===== src/rtl/orient_pkg.sv =====
package orient_pkg;
  localparam int POS_W  = 6;
  localparam int AXES   = 3;
  localparam int CNT_W  = 8;
  localparam int CFG_DW = 8;

  localparam logic [POS_W-1:0] POS_RESET   = 6'b100000;
  localparam logic [POS_W-1:0] MASK_RESET  = 6'b111111;
  localparam logic [CFG_DW-1:0] THR_RESET  = 8'h20;

  typedef enum logic [1:0] {
    CFG_PERSIST = 2'd0,
    CFG_MASK    = 2'd1,
    CFG_THRESH  = 2'd2,
    CFG_CTRL    = 2'd3
  } cfg_addr_e;
endpackage


===== src/rtl/orient_classify.sv =====
module orient_classify
  import orient_pkg::*;
#(
  parameter int DATA_W = 12
) (
  input  logic signed [DATA_W-1:0] ax,
  input  logic signed [DATA_W-1:0] ay,
  input  logic signed [DATA_W-1:0] az,
  input  logic [CFG_DW-1:0]        thr,
  input  logic [POS_W-1:0]         cur,
  output logic [POS_W-1:0]         cand
);
  localparam int SHIFT = DATA_W - CFG_DW;

  logic signed [DATA_W-1:0] axis_v [AXES];
  logic [DATA_W-1:0]        mag    [AXES];
  logic                     neg    [AXES];

  assign axis_v[0] = ax;
  assign axis_v[1] = ay;
  assign axis_v[2] = az;

  // magnitude per axis; -full scale maps to 2^(DATA_W-1) unsigned
  generate
    for (genvar g = 0; g < AXES; g++) begin : g_abs
      assign neg[g] = axis_v[g][DATA_W-1];
      assign mag[g] = neg[g] ? DATA_W'(-axis_v[g]) : DATA_W'(axis_v[g]);
    end
  endgenerate

  logic [1:0]        sel;
  logic [DATA_W-1:0] mag_max;
  logic [DATA_W-1:0] thr_lim;
  int                bit_idx;

  always_comb begin
    if (mag[0] >= mag[1] && mag[0] >= mag[2]) begin
      sel = 2'd0;
    end else if (mag[1] >= mag[2]) begin
      sel = 2'd1;
    end else begin
      sel = 2'd2;
    end
    mag_max = mag[sel];
    thr_lim = DATA_W'(thr) << SHIFT;
    bit_idx = 2 * (AXES - 1 - int'(sel)) + (neg[sel] ? 1 : 0);
    cand    = cur;
    if (mag_max > thr_lim) begin
      cand          = '0;
      cand[bit_idx] = 1'b1;
    end
  end
endmodule


===== src/rtl/orient_cfg.sv =====
module orient_cfg
  import orient_pkg::*;
(
  input  logic              clk,
  input  logic              rst_n,
  input  logic              run,
  input  logic              wr,
  input  logic [1:0]        addr,
  input  logic [CFG_DW-1:0] wdata,
  output logic [CNT_W-1:0]  persist,
  output logic [POS_W-1:0]  mask,
  output logic [CFG_DW-1:0] thr,
  output logic              fn_en
);
  logic [CNT_W-1:0]  persist_q, persist_d;
  logic [POS_W-1:0]  mask_q, mask_d;
  logic [CFG_DW-1:0] thr_q, thr_d;
  logic              en_q, en_d;
  logic              wr_ok;

  assign wr_ok = wr & ~run;

  always_comb begin
    persist_d = persist_q;
    mask_d    = mask_q;
    thr_d     = thr_q;
    en_d      = en_q;
    if (wr_ok) begin
      unique case (cfg_addr_e'(addr))
        CFG_PERSIST: persist_d = wdata[CNT_W-1:0];
        CFG_MASK:    mask_d    = wdata[POS_W-1:0];
        CFG_THRESH:  thr_d     = wdata;
        CFG_CTRL:    en_d      = wdata[0];
        default:     en_d      = en_q;
      endcase
    end
  end

  always_ff @(posedge clk or negedge rst_n) begin
    if (!rst_n) begin
      persist_q <= '0;
      mask_q    <= MASK_RESET;
      thr_q     <= THR_RESET;
      en_q      <= 1'b0;
    end else if (wr_ok) begin
      persist_q <= persist_d;
      mask_q    <= mask_d;
      thr_q     <= thr_d;
      en_q      <= en_d;
    end
  end

  assign persist = persist_q;
  assign mask    = mask_q;
  assign thr     = thr_q;
  assign fn_en   = en_q;

  AST_CFG_LOCKED: assert property (@(posedge clk) disable iff (!rst_n)
    run |=> $stable({persist_q, mask_q, thr_q, en_q}));
endmodule


===== src/rtl/orient_persist.sv =====
module orient_persist
  import orient_pkg::*;
(
  input  logic             clk,
  input  logic             rst_n,
  input  logic             step,
  input  logic [POS_W-1:0] cand,
  input  logic [POS_W-1:0] cur,
  input  logic [CNT_W-1:0] limit,
  output logic             accept
);
  logic [POS_W-1:0] track_q, track_d;
  logic [CNT_W-1:0] cnt_q, cnt_d;
  logic [CNT_W-1:0] run_len;
  logic             differs;
  logic             hit;

  // run_len = consecutive earlier samples that showed this same candidate
  always_comb begin
    differs = (cand != cur);
    if (cand == track_q && cnt_q != {CNT_W{1'b1}}) begin
      run_len = cnt_q + 1'b1;
    end else if (cand == track_q) begin
      run_len = cnt_q;
    end else begin
      run_len = '0;
    end
    hit     = differs && (run_len >= limit);
    accept  = step && hit;
    track_d = track_q;
    cnt_d   = cnt_q;
    if (step) begin
      if (!differs || hit) begin
        track_d = cand;
        cnt_d   = '0;
      end else begin
        track_d = cand;
        cnt_d   = run_len;
      end
    end
  end

  always_ff @(posedge clk or negedge rst_n) begin
    if (!rst_n) begin
      track_q <= POS_RESET;
      cnt_q   <= '0;
    end else if (step) begin
      track_q <= track_d;
      cnt_q   <= cnt_d;
    end
  end

  AST_SAME_CLEARS: assert property (@(posedge clk) disable iff (!rst_n)
    (step && cand == cur) |=> (cnt_q == '0));
  AST_NEW_CAND_RESTART: assert property (@(posedge clk) disable iff (!rst_n)
    (step && cand != cur && cand != track_q && !accept) |=> (cnt_q == '0));
endmodule


===== src/rtl/orient_state.sv =====
module orient_state
  import orient_pkg::*;
(
  input  logic             clk,
  input  logic             rst_n,
  input  logic             accept,
  input  logic [POS_W-1:0] new_pos,
  input  logic [POS_W-1:0] mask,
  input  logic             rel,
  output logic [POS_W-1:0] cur,
  output logic [POS_W-1:0] prev,
  output logic             flag
);
  logic [POS_W-1:0] cur_q, prev_q;
  logic             flag_q, flag_d;
  logic             raise;

  assign raise = accept && |(new_pos & mask);

  always_comb begin
    flag_d = flag_q;
    if (raise) begin
      flag_d = 1'b1;
    end else if (rel) begin
      flag_d = 1'b0;
    end
  end

  always_ff @(posedge clk or negedge rst_n) begin
    if (!rst_n) begin
      cur_q  <= POS_RESET;
      prev_q <= POS_RESET;
    end else if (accept) begin
      cur_q  <= new_pos;
      prev_q <= cur_q;
    end
  end

  always_ff @(posedge clk or negedge rst_n) begin
    if (!rst_n) begin
      flag_q <= 1'b0;
    end else begin
      flag_q <= flag_d;
    end
  end

  assign cur  = cur_q;
  assign prev = prev_q;
  assign flag = flag_q;

  AST_CUR_ONEHOT: assert property (@(posedge clk) disable iff (!rst_n)
    $countones(cur_q) == 1);
  AST_PREV_TAKES_CUR: assert property (@(posedge clk) disable iff (!rst_n)
    accept |=> (prev_q == $past(cur_q)));
  AST_MASKED_SILENT: assert property (@(posedge clk) disable iff (!rst_n)
    (accept && (new_pos & mask) == '0 && !flag_q) |=> !flag_q);
  AST_FLAG_HOLDS: assert property (@(posedge clk) disable iff (!rst_n)
    (flag_q && !rel) |=> flag_q);
endmodule


===== src/rtl/orient_debounce.sv =====
module orient_debounce
  import orient_pkg::*;
#(
  parameter int DATA_W = 12
) (
  input  logic                     clk,
  input  logic                     rst_n,
  input  logic                     run,
  input  logic                     cfg_wr,
  input  logic [1:0]               cfg_addr,
  input  logic [CFG_DW-1:0]        cfg_wdata,
  input  logic                     smp_vld,
  input  logic signed [DATA_W-1:0] acc_x,
  input  logic signed [DATA_W-1:0] acc_y,
  input  logic signed [DATA_W-1:0] acc_z,
  input  logic                     int_rel,
  output logic [7:0]               pos_cur,
  output logic [7:0]               pos_prev,
  output logic                     pos_chg
);
  logic [CNT_W-1:0]  persist;
  logic [POS_W-1:0]  mask;
  logic [CFG_DW-1:0] thr;
  logic              fn_en;
  logic [POS_W-1:0]  cur, prev, cand;
  logic              step, accept, flag;

  orient_cfg u_cfg (
    .clk(clk), .rst_n(rst_n), .run(run), .wr(cfg_wr), .addr(cfg_addr),
    .wdata(cfg_wdata), .persist(persist), .mask(mask), .thr(thr), .fn_en(fn_en)
  );

  orient_classify #(.DATA_W(DATA_W)) u_cls (
    .ax(acc_x), .ay(acc_y), .az(acc_z), .thr(thr), .cur(cur), .cand(cand)
  );

  assign step = smp_vld & run & fn_en;

  orient_persist u_per (
    .clk(clk), .rst_n(rst_n), .step(step), .cand(cand), .cur(cur),
    .limit(persist), .accept(accept)
  );

  orient_state u_st (
    .clk(clk), .rst_n(rst_n), .accept(accept), .new_pos(cand), .mask(mask),
    .rel(int_rel), .cur(cur), .prev(prev), .flag(flag)
  );

  assign pos_cur  = {2'b00, cur};
  assign pos_prev = {2'b00, prev};
  assign pos_chg  = flag;

  AST_IDLE_HOLD: assert property (@(posedge clk) disable iff (!rst_n)
    !(smp_vld && run && fn_en) |=> $stable(pos_cur));
  AST_TOP_ZERO: assert property (@(posedge clk) disable iff (!rst_n)
    (pos_cur[7:6] == 2'b00) && (pos_prev[7:6] == 2'b00));
endmodule


===== config.mk =====
export PLATFORM = sky130hd
export DESIGN_NAME = orient_debounce
export DESIGN_NICKNAME = d
export VERILOG_FILES = /design/src/rtl/orient_pkg.sv /design/src/rtl/orient_classify.sv /design/src/rtl/orient_cfg.sv /design/src/rtl/orient_persist.sv /design/src/rtl/orient_state.sv /design/src/rtl/orient_debounce.sv
export SDC_FILE = /design/constraint.sdc
export NUM_CORES = 1
export LEC_CHECK = 0
export CAP_MARGIN = 20
export CORE_AREA = 2 2 98 100
export CTS_BUF_LIST = sky130_fd_sc_hd__clkbuf_4
export DETAILED_ROUTE_END_ITERATION = 8
export DIE_AREA = 0 0 100 102
export DONT_BUFFER_PORTS = 1
export PLACE_DENSITY = 0.7
export SYNTH_ARGS = -nofsm -noshare
export SYNTH_HDL_FRONTEND = slang
export SYNTH_SLANG_ARGS = --single-unit

===== constraint.sdc =====
create_clock -name clk -period 6.7 [get_ports clk]
set_input_delay 0.335 -clock clk [delete_from_list [all_inputs] [get_ports clk]]
set_output_delay 0.335 -clock clk [all_outputs]
set_load 0.02 [all_outputs]

==> summary.md, run 1 <==
| Metric | Value |
|---|---|
| CP dominant cell by count | a21o_1 |
| Worst rel slew slack | 49.91% |
| Layout fillers | 632 |
| Synthesis-to-finish area growth | 32.38% |
| Initial DRC count | ~330 |
| Synth top area share | between 20% and 30% |
| Synth top cells by count | 67 x nand2_1, 52 x ha_1, 48 x inv_1, 40 x dfrtp_1, 37 x o21ai_0 |
| Pin count of the biggest net entering global routing | 51 |
| WL/cell | 18.74 µm |
| Die height | 102 µm |
| Total core area | 9109 µm² |
| Clk slew on worst S/H paths | 0.16 ns |
| First-pass iteration count of the detailed router | 5 |
| GRT Util Overall | 28.58% |
| Total grt overflow | 0 |
| Buf+Inv Stages, Crit Path | 3 |
| Crit path max-delay family | simple AND/OR/NAND/NOR gates |
| Die Wd | 100 µm |
| CTS sink cnt | 50 |
| Tmin final | 7.204 ns |
| Met2 usage | about half |
| Most common cell in the synthesized netlist | nand2_1 |
| Arr. time, crit path | between 7 and 8 ns |
| DR DRC count | 0 |
| Post-DP HPWL | between 10000 and 15000 µm |
| Leakage | 2.976 nW |
| Antenna cells | 0 |
| Combinational family with the most area after synthesis | compound AO/OA/AOI/OAI gates |
| Dpl cells | 769 |
| First-pass GRT wire length | 23220 µm |
| Sequential share of the synthesized area | 25.53% |
| Xor and xnor area share after synthesis | 5.308% |
| Initial antenna violation count | 0 |
| CP endpoint kind | flop |
| Total negative slack | -8.959 ns |
| Final setup vio count | 21 |
| CTS root buf | clkbuf_4 |
| Yosys top cell by area | dfrtp_1 |
| Rows | 35 |
| R2R setup slack | around 1.6 ns |
| Number of synthesized register bits | 50 |
| Synth area leaders | dfrtp_1 20%, ha_1 13%, mux2_2 5.9%, dfstp_2 5.3%, nand2_1 5.1% |
| Clock latency on the worst-skew pair | ~0.38 ns |
| RSZ-0062 raised after global routing | yes |
| Slowest-stage cell, CP | or4b_2 |
| Final cell count without fillers | 806 |
| Busiest metal layer after global routing | met2 |
| Worst-case clock buffer depth | 2 |
| Max VDD drop | 0.0001547 V |
| Req. time, crit path | 7.00 ns |
| Worst Path Max Fanout | 6 |
| Hold Path Class | in2reg |
| CTS Buf Count | 5 |
| Top-level port count | approximately 70 |
| Total power | ~1.4 mW |
| H-tree Lvls | 2 |
| EDFF count, synth | 0 |
| Synth async-reset ratio | 100.0% |
| Post-route ant nets | 0 |
| YS warnings | 0 |
| Final hold violations | 0 |
| Synthesized area | 4950 µm² |
| Die ar. | 10200 µm² |
| Failing checks | negative setup slack |
| Vias post-DR | around 5000 |
| Main synth FF type | dfrtp_1 |
| Outcome | finished with violations |
| Post-synthesis adder-cell area fraction | a little over an eighth |
| Distinct cell type count after synthesis | 70 |
| Pwr Density | ~220 nW/µm² |
| Final worst slack | -0.5039 ns |
| Fin nets | roughly 800 |
| Grt met1 use | 34.33% |
| Slew Limit Fails | 0 |
| Mux contribution to synthesized area | 7.735% |
| Max Cap Viol | 0 |
| Syn_area_per_cell | 8.447 µm² |
| Fmax | 138.8 MHz |
| Simple-gate share of the synthesized area | 21.26% |
| GP Congestion | about 0.96 |
| Worst path max stage delay | 0.60 ns |
| Path type of the worst setup path | in2reg |
| Final worst path period share | 107.5% |
| Routed vias/inst | between 6 and 7 |
| Vias in the first global route | 4902 |
| Share of cells above drive strength 1 | 34.39% |
| Fin Hold WS | slightly above 0.06 ns |
| CP startpoint kind | input port |
| Worst Tran Pin Value | approximately 0.75 ns |
| Compound-gate portion of the synthesized area | 21.28% |
| Initial Utilization | 54.34% |
| Worst Skew | 0.007751 ns |
| TritonCTS clock tree | built |
| Port bufs | 0 |
| Met3 Usage GRT | 4.720% |
| Final wirelength | 15100 µm |
| Synthesized instance count | 586 |
==> routing by layer <==
layer	share of wire (%)	routed length (µm)	vias to the layer above
li1	-	-	2367
met1	40	6000	2404
met2	50	7578	191
met3	6.3	947	50
met4	3.8	578	0
met5	0	0	-
==> cells in the final DEF (no fill, tap or decap), drive strengths merged, types with 4 or more instances in the layout <==
cell    count
nor2       35
o21ai      37
conb        4
nor3        5
mux2i       9
nor4       10
or4         6
and2        5
a41oi       6
clkbuf      7
nand4      11
o31ai       8
nand2b     10
nand3      23
inv        47
xor2       17
a22oi       4
nand4b      4
ha         52
nand2      68
dfstp      10
a31oi       7
dfrtp      40
buf       116
xnor2      13
o22ai       4
and3       10
a21oi      28
o211ai      6
mux2       26
a21o       14
==> sequential cells by signal, indices dropped and copies added, names as in the netlist <==
register / flops
u_per.cnt_q: 8
u_st.prev: 6
u_cfg.mask: 6
u_st.cur: 6
u_st.flag: 1
u_per.track_q: 6
u_cfg.persist: 8
u_cfg.fn_en: 1
u_cfg.thr: 8
==> per-stage QoR <==
| stage | setup slack [ns] | util [%] | cell area, µm² |
|---|---|---|---|
| floorplan | -0.6846 | - | 5142 |
| global placement | -0.7132 | 64.30 | 5857 |
| detailed placement | -0.8782 | 64.30 | 5857 |
| CTS | -0.2907 | 67.57 | 6155 |
| global route | -0.8186 | 71.94 | 6553 |
| finish | -0.5039 | 71.94 | 6553 |
==> where the power goes <==
part | internal, mW | switching, mW
clock | 0.0829 | 0.104
sequential | 0.361 | 0.0498
combinational | 0.418 | 0.435
==> repair_timing <==
action	in CTS	in global routing
hold buffers	2	0
buffers inserted	13	13
pin swaps	11	33
resized for setup	18	64
cloned	1	2
setup endpoints to repair	21	21
hold endpoints to repair	50	0
==> worst reg2reg max path, delay by kind of cell, from the launching register on <==
family	cells	cell delay [ns]
simple gates	6	1.33
compound gates	13	1.96
fa+ha+maj	2	0.54
buf+inv	5	0.64
flops	1	0.55
==> path summary, 6_finish.rpt <==
path	start	depth (start not counted)	to
min in group asynchronous	rst_n	2	u_per.cnt_q[7]
worst min-delay path	cfg_wdata[6]	2	u_cfg.thr[6]
max in group asynchronous	rst_n	2	u_cfg.mask[4]
worst min register to register	u_cfg.thr[5]	2	u_cfg.thr[5]
worst max register to register	u_cfg.thr[5]	26	u_per.cnt_q[5]
worst max-delay path	acc_x[5]	38	u_per.cnt_q[5]
==> final cells by class <==
| cell class | count | area, µm² | area share, % |
|---|---|---|---|
| multi-input combinational | 471 | 3880 | 59.21 |
| sequential | 50 | 1264 | 19.29 |
| timing repair buffer | 118 | 968.4 | 14.78 |
| inverter | 48 | 219.0 | 3.342 |
| tap | 111 | 138.9 | 2.120 |
| clock buffer | 6 | 45.04 | 0.6874 |
| clock inverter | 2 | 37.54 | 0.5728 |
==> cells by family after synthesis <==
kind of cell / Yosys count
AND/OR/NAND/NOR: 203
AO/OA/AOI/OAI: 147
buffers and inverters: 68
adder cells (fa/ha/maj): 52
flip-flops: 50
multiplexers: 35
XOR/XNOR: 30
other: 1
No activity file was read; power rests on OpenSTA's default activity.
==> run 2: changes to the inputs <==
--- a/config.mk
+++ b/config.mk
@@ -6,12 +6,11 @@
 export NUM_CORES = 1
 export LEC_CHECK = 0
 export CAP_MARGIN = 20
-export CORE_AREA = 2 2 98 100
+export CORE_AREA = 2 2 132 134
 export CTS_BUF_LIST = sky130_fd_sc_hd__clkbuf_4
 export DETAILED_ROUTE_END_ITERATION = 8
-export DIE_AREA = 0 0 100 102
+export DIE_AREA = 0 0 134 136
 export DONT_BUFFER_PORTS = 1
-export PLACE_DENSITY = 0.7
 export SYNTH_ARGS = -nofsm -noshare
 export SYNTH_HDL_FRONTEND = slang
 export SYNTH_SLANG_ARGS = --single-unit
==> summary.md, run 2 (same netlist as run 1, synthesis figures left out) <==
| Metric | Value |
|---|---|
| Total core area | 16880 µm² (+85%) |
| Post-DP HPWL | 11000 µm (-0.90%) |
| Final wirelength | 14520 µm (-3.9%) |
| Routed vias/inst | 5.202 (-16%) |
| Worst Tran Pin Value | 1.006 ns (+0.2543 ns) |
| CTS sink cnt | 50 (unchanged) |
| Outcome | finished with violations |
| Most frequent cells in the layout | 102 x buf_4, 61 x nand2_1, 47 x ha_1 |
| Die height | 136 µm (+33%) |
| Rows | 48 (+37%) |
| Internal power | 0.7840 mW (-9.0%) |
| Switching portion of total power | 41.95% (+1.4 points) |
| Worst Path Max Fanout | 6 (unchanged) |
| Final worst slack | -0.4991 ns (+0.004829 ns) |
| Worst path max stage delay | 0.54 ns (-0.06 ns) |
| R2R setup slack | 1.75 ns (+0.11 ns) |
| Max VDD drop | 0.0001336 V (-14%) |
| Total grt overflow | 0 (unchanged) |
| CP endpoint kind | flop |
| Initial Utilization | 29.33% (-25 points) |
| Worst-case clock buffer depth | 2 (unchanged) |
| Final setup vio count | 21 (unchanged) |
| Clock latency on the worst-skew pair | 0.38 ns (about the same) |
| DR DRC count | 0 (unchanged) |
| Combinational power share | 59.7% (+0.9 points) |
| Post-route ant nets | 0 (unchanged) |
| CTS Buf Count | 5 (unchanged) |
| Max Cap Viol | 0 (unchanged) |
| First-pass GRT wire length | 23470 µm (+1.1%) |
| Die ar. | 18220 µm² (+79%) |
| Req. time, crit path | 6.99 ns (about the same) |
| Fmax | 138.9 MHz (about the same) |
| Antenna cells | 0 (unchanged) |
| Path type of the worst setup path | in2reg |
| RSZ-0062 raised after global routing | yes |
| Clock power frac | 10.1% (-2.8 points) |
| WL/cell | 15.92 µm (-15%) |
| Tmin final | 7.199 ns (-0.004829 ns) |
| Total negative slack | -9.679 ns (-0.7199 ns) |
| HP Start | cfg_wdata[5] |
| Pre-CTS setup slack | -0.8988 ns (-0.02057 ns) |
| Fin nets | 790 (-1.0%) |
| Initial DRC count | 241 (-27%) |
| First-pass iteration count of the detailed router | 5 (unchanged) |
| H-tree Lvls | 2 (unchanged) |
| Die Wd | 134 µm (+34%) |
| Vias in the first global route | 4704 (-4.0%) |
| Multi-input gate area | 3910 µm² (+0.77%) |
| Reg-to-Reg End | u_per.cnt_q[4] |
| Worst setup path startpoint | acc_z[2] |
| Failing checks | negative setup slack |
| Final worst path period share | 107.4% (about the same) |
| Worst hold path stage count | 2 (unchanged) |
| Slew Limit Fails | 0 (unchanged) |
| Top-level port count | 69 (unchanged) |
| Share of cells above drive strength 1 | 33.48% (-0.91 points) |
| Final hold violations | 0 (unchanged) |
| Worst rel slew slack | 32.78% (-17 points) |
| Sequential Power Share | 30.3% (+2.0 points) |
| Pin count of the biggest net entering global routing | 51 (unchanged) |
| Reg2reg start | u_cfg.thr[5] |
| Vias post-DR | 4744 (-5.3%) |
| CTS root buf | clkbuf_4 |
| Worst Reg2Reg Path Length in Cells | 25 (-3.8%) |
| Arr. time, crit path | 7.49 ns (about the same) |
| Synthesis-to-finish area growth | 32.43% (about the same) |
| Hold Path Class | in2reg |
| Layout fillers | 1706 (+170%) |
| Pwr Density | 206.0 nW/µm² (-6.9%) |
| Port bufs | 0 (unchanged) |
| Switch Pwr | 0.5666 mW (-3.7%) |
| Hold Path End | u_cfg.thr[5] |
| CP startpoint kind | input port |
| Commonest non-fill, non-tap cell in the layout | buf_4 |
| CP dominant cell by count | a21o_1 |
| GP Congestion | 0.8334 (-13%) |
| TritonCTS clock tree | built |
| Worst Skew | 0.01197 ns (+0.004222 ns) |
| Slowest-stage cell, CP | or4_4 |
| Leakage | 2.909 nW (-2.3%) |
| Reg area | 1264 µm² (unchanged) |
| GRT Util Overall | 15.75% (-13 points) |
| Clk slew on worst S/H paths | 0.15 ns (about the same) |
| Initial antenna violation count | 0 (unchanged) |
| Fin Hold WS | 0.06101 ns (-0.0008967 ns) |
-- run 2: routing by layer --
metal / up-vias / global-route usage, % / wire length [µm]
met5: - / 0 / 0
met4: 0 / 3.014 / 147
met3: 12 / 2.685 / 601
met2: 97 / 27.01 / 6969
met1: 2279 / 20.96 / 6804
li1: 2356 / - / -
-- run 2: worst max path at each step --
stage                           to  slack [ns]  depth (start not counted)
CTS                 u_per.cnt_q[4]       -0.30                         35
global route        u_per.cnt_q[6]       -0.88                         36
floorplan           u_per.cnt_q[0]       -0.68                         39
detailed placement  u_per.cnt_q[0]       -0.90                         35
finish              u_per.cnt_q[4]       -0.50                         36
global placement    u_per.cnt_q[0]       -0.89                         37
-- run 2: critical path, delay by kind of cell --
| kind | cells | cell delay [ns] |
|---|---|---|
| XOR/XNOR | 1 | 0.18 |
| buffers and inverters | 2 | 0.36 |
| AO/OA/AOI/OAI | 16 | 2.98 |
| adder cells (fa/ha/maj) | 3 | 0.77 |
| AND/OR/NAND/NOR | 13 | 2.60 |
| multiplexers | 1 | 0.31 |
-- run 2: area by class of cell --
cell class / instances / share of cell area [%]
clock inverter: 3 / 0.2481
timing repair buffer: 108 / 12.94
tap: 225 / 4.295
clock buffer: 5 / 0.5726
sequential: 50 / 19.28
inverter: 48 / 3.016
multi-input combinational: 473 / 59.65
-- run 2: metrics by stage --
step / total power [mW] / std cells / area, µm² / util, %
3_5_place_dp: 1.057 / 879 / 5957 / 35.30
4_1_cts: 1.271 / 904 / 6316 / 37.43
6_report: 1.351 / 912 / 6555 / 38.84
2_1_floorplan: 0.8612 / 589 / 5142 / -
3_3_place_gp: 1.052 / 879 / 5957 / 35.30
5_1_grt: 1.453 / 912 / 6555 / 38.84
-- run 2: power by group through the flow --
stage	combinational (mW)	clock (mW)	sequential, mW
3_3_place_gp	0.640	0	0.412
2_1_floorplan	0.463	0	0.398
4_1_cts	0.717	0.146	0.407
6_report	0.806	0.136	0.409
3_5_place_dp	0.643	0	0.414
5_1_grt	0.879	0.159	0.415
-- run 2: what timing repair did --
| item | in CTS | in global routing |
|---|---|---|
| setup buffers | 14 | 8 |
| resized for setup | 34 | 37 |
| cloned | 2 | 0 |
| endpoints found under the hold margin | 50 | 0 |
| hold buffers | 2 | 0 |
| setup endpoints to repair | 21 | 21 |
| pin swaps | 22 | 42 |
